## src/rtl/seqref_watchdog.sv

```systemverilog
module seqref_watchdog #(
  parameter int CNT_W      = 16,
  parameter int BASE_TICKS = 16
) (
  input  logic       clk,
  input  logic       rst_n,
  input  logic       tick,
  input  logic       wr_en,
  input  logic [7:0] wr_data,
  output logic [7:0] rd_data,
  output logic       wdt_reset_req
);

  logic [2:0]       sel;
  logic             en, pend, flag;
  logic [CNT_W-1:0] count, limit;
  logic             expire, refresh, arm;

  assign limit   = CNT_W'(BASE_TICKS) << sel;
  assign expire  = en && (count >= limit);
  assign refresh = wr_en && wr_data[2] && pend;
  assign arm     = wr_en && wr_data[0] && !en;
  assign rd_data = {sel, 1'b0, pend, 1'b0, flag, en};

  always_ff @(posedge clk or negedge rst_n) begin
    if (!rst_n) begin
      sel <= '0; en <= 1'b0; pend <= 1'b0; flag <= 1'b0;
      count <= '0; wdt_reset_req <= 1'b0;
    end else if (expire) begin
      wdt_reset_req <= 1'b1;
      flag  <= 1'b1;
      sel   <= '0;
      en    <= 1'b0;
      pend  <= 1'b0;
      count <= '0;
    end else begin
      wdt_reset_req <= 1'b0;
      if (wr_en) begin
        sel <= wr_data[7:5];
        en  <= wr_data[0];
        if (!wr_data[1]) flag <= 1'b0;
        if (refresh) pend <= 1'b0;
        else if (wr_data[3]) pend <= 1'b1;
      end
      if (!en || arm || refresh) count <= '0;
      else if (tick) count <= count + 1'b1;
    end
  end


  req_single_cycle_chk: assert property (@(posedge clk) disable iff (!rst_n)
    wdt_reset_req |=> !wdt_reset_req);


  req_sets_flag_chk: assert property (@(posedge clk) disable iff (!rst_n)
    wdt_reset_req |-> (flag && !en && sel == 3'd0 && !pend));


  flag_only_by_timeout_chk: assert property (@(posedge clk) disable iff (!rst_n)
    $rose(flag) |-> wdt_reset_req);


  disabled_no_req_chk: assert property (@(posedge clk) disable iff (!rst_n)
    !en |=> !wdt_reset_req);

endmodule

```

## config.mk

```make
export PLATFORM = sky130hd
export DESIGN_NAME = seqref_watchdog
export DESIGN_NICKNAME = d
export VERILOG_FILES = /design/src/rtl/seqref_watchdog.sv
export SDC_FILE = /design/constraint.sdc
export NUM_CORES = 1
export LEC_CHECK = 0
export BUFFER_PORTS_ARGS = -buffer_cell sky130_fd_sc_hd__buf_2
export CAP_MARGIN = 0
export CELL_PAD_IN_SITES_DETAIL_PLACEMENT = 0
export CELL_PAD_IN_SITES_GLOBAL_PLACEMENT = 2
export CORE_UTILIZATION = 37
export DETAILED_ROUTE_END_ITERATION = 8
export MAX_ROUTING_LAYER = met4
export PLACE_DENSITY = 0.92
export SETUP_SLACK_MARGIN = 0.02
export SLEW_MARGIN = 20
export SYNTH_ARGS = -nofsm -noshare
export SYNTH_HDL_FRONTEND = slang
export SYNTH_SLANG_ARGS = --single-unit
```

## constraint.sdc

```tcl
create_clock -name clk -period 3.5 [get_ports clk]
set_input_delay 0.7 -clock clk [delete_from_list [all_inputs] [get_ports clk]]
set_output_delay 0.7 -clock clk [all_outputs]
set_load 0.05 [all_outputs]
```

==> results.ini <==
[floorplan]
boundaryPins=21
fp.dieArea_sq_mm=0.00375
coreArea_sq_mm=0.00334
die_y_um=61.2
fp.dieW_um=61.2
row_count=21
start_util_pct=38.9

[synth]
async_flop_share_pct=100
synth_seq_cells=23
seq_area_frac_synth_pct=44.3
synth-edff-count=0
synthesis.area_sq_mm=0.00130
avgSynthCellArea_sq_um=10.1
synthCells=129
yosysUniqueCellTypes=33
synth.yosys.warnings=0
synthFlopType=dfrtp_1

[timing]
tightestPinTransition_ns=0.558
clock_skew_ns=0.00228
slew_viol_final=0
hold_viol_final=0
setup_slack_ns=1.02
relSlewSlack_pct=62.6
fin_crit_sh_pct=71.0
tns_ns=0
rsz0062_at_grt=false
setup-violations-final=0
fin_crit_ns=2.48
max_freq_ghz=0.403

[cts]
clk_pin_slew_ns=0.12
cts_resized=0
cts_buffer_depth=2
clock_latency_ns=0.31
clockRootBuffer=clkbuf_4
clock-sinks=23
cts_setup_buffers=0
cts_tree=done
cts_max_level=1
cts_hold_buffers=0
cts_made_buffers=3

[worst_setup_path]
cpPeakStageDelay_ns=0.50
reg2reg_to=count[12]
critPathBufInv=0
cp_num_cells=6
cp-end-kind=register
r2r_start=sel[0]
crit_chain=or3b_2 > ha_1 > a211oi_1 > a211o_1 > nand4_2 > nor3b_1
crit_family=simple AND/OR/NAND/NOR gates
path_class=reg2reg
cp-start-kind=register
slowest_stage=or3b_2
rr_worst_depth=6
cp.arrival_ns=2.71
crit_fanout=13
crit_path_end=count[12]
setup.worst_path.start=sel[0]
cp.required_ns=3.73
r2r_setup_slack_ns=1.02

[power]
p_sw_share_pct=34.8
p_int_uw=370
p_clk_share_pct=21.1
p_comb_share_pct=25.7
peakVddDrop_mv=0.220
power.density_mw_per_mm2=403
seq_power_share_pct=53.2
p_leak_nw=0.679
power.switching_uw=197

[final_layout]
area_delta_synth_final_pct=8.57
multi_input_area_sq_um=654
fin_nets=165
mostFrequentLayoutCells=23 x dfrtp_1, 21 x nor2_1, 17 x buf_2, 10 x ha_1
layout-drive-gt1-share_pct=16.9
seq_area_sq_um=576
diodes=0
nFillCells=335
mostFrequentLayoutCell=dfrtp_1

[placed_design]
gp_congestion=0.816
post-dp-hpwl_um=1650
portBuffers=17
dp_slack_ns=1.01

[global_routing]
grt_max_degree=24
grtUsageTotal_pct=14.5
grt_pass1_wl_um=3830
grt_pass1_vias=803
grt-ovfl-total=0
antenna_found_initial=0

[route]
routed_wl_um=2290
antenna_left=0
via_per_inst=4.88
first_pass_iters=4
drt-wirelength-per-cell_um=12.2
drc=0
dr_total_vias=917
first_iter_violations=22

[hold_path]
hp-class=in2async

[run]
drv_cap=0

[outcome]
status=complete, no violations

## power by group through the flow
| stage | Clock (mW) | Sequential [mW] | Combinational, mW |
|---|---|---|---|
| finish | 0.120 | 0.302 | 0.146 |
| global placement | 0 | 0.307 | 0.146 |
| detailed placement | 0 | 0.308 | 0.147 |
| floorplan | 0 | 0.323 | 0.108 |
| CTS | 0.126 | 0.302 | 0.148 |
| global route | 0.137 | 0.306 | 0.159 |
## how the worst min path moves through the flow
stage | from | end | slack [ns] | depth (start not counted)
floorplan | rst_n | count[0] | 0.40 | 0
global placement | flag | flag | 0.46 | 1
detailed placement | flag | flag | 0.46 | 1
CTS | rst_n | sel[2] | 0.36 | 1
global route | rst_n | sel[2] | 0.37 | 1
finish | rst_n | sel[2] | 0.34 | 1
## layer usage
metal | global-route usage, % | vias up | part of all wire, %
met5 | - | - | 0
li1 | - | 458 | -
met4 | 6.82 | 0 | 1.6
met3 | 2.52 | 5 | 2.3
met2 | 20.0 | 11 | 47
met1 | 20.6 | 443 | 49
## area by class of cell
type                            count  share of cell area, %
Multi-Input combinational cell     95                   46.4
Sequential cell                    23                   40.8
Timing Repair Buffer               17                   6.03
Tap cell                           46                   4.08
Clock buffer                        4                   1.86
Inverter                            3                  0.799
## Yosys cell counts, drive strengths merged (3+ instances only)
library cell  count  share of area, %
inv               3              0.87
nand2             5               1.4
xnor2             6               4.0
buf               7               4.1
mux2i             5               3.9
nand3b            3               1.7
ha               10               9.6
nand4             5               2.9
clkbuf            5               1.4
nor2             22               6.6
xor2              6               4.0
nand3             5               1.9
dfrtp            23                44
and3              4               1.9
## kinds of logic (layout without fill, tap and decap cells)
group                    count (synthesis)  count (layout)  share of synthesized area [%]
other                                    1               5                          0.289
adder cells (fa/ha/maj)                 10              10                           9.63
AO/OA/AOI/OAI                            9               9                           5.01
AND/OR/NAND/NOR                         54              54                           22.4
XOR/XNOR                                12              12                           8.09
multiplexers                             5               5                           3.85
buffers and inverters                   15              24                           6.45
flip-flops                              23              23                           44.3
## sequential cells by signal, summed over array words and instances, names as in the netlist
signal / cells
sel: 3
count: 16
en: 1
pend: 1
flag: 1
wdt_reset_req: 1
## stage by stage
step	hold WS, ns	cells	total power, mW	utilization (%)	area, sq um
5_1_grt	0.368	188	0.602	42.3	1410
4_1_cts	0.358	188	0.576	42.3	1410
2_1_floorplan	0.404	133	0.431	-	1310
3_3_place_gp	0.457	184	0.452	41.5	1380
3_5_place_dp	0.465	184	0.455	41.5	1380
6_report	0.342	188	0.568	42.3	1410
Power figures use the tool's default switching activity.
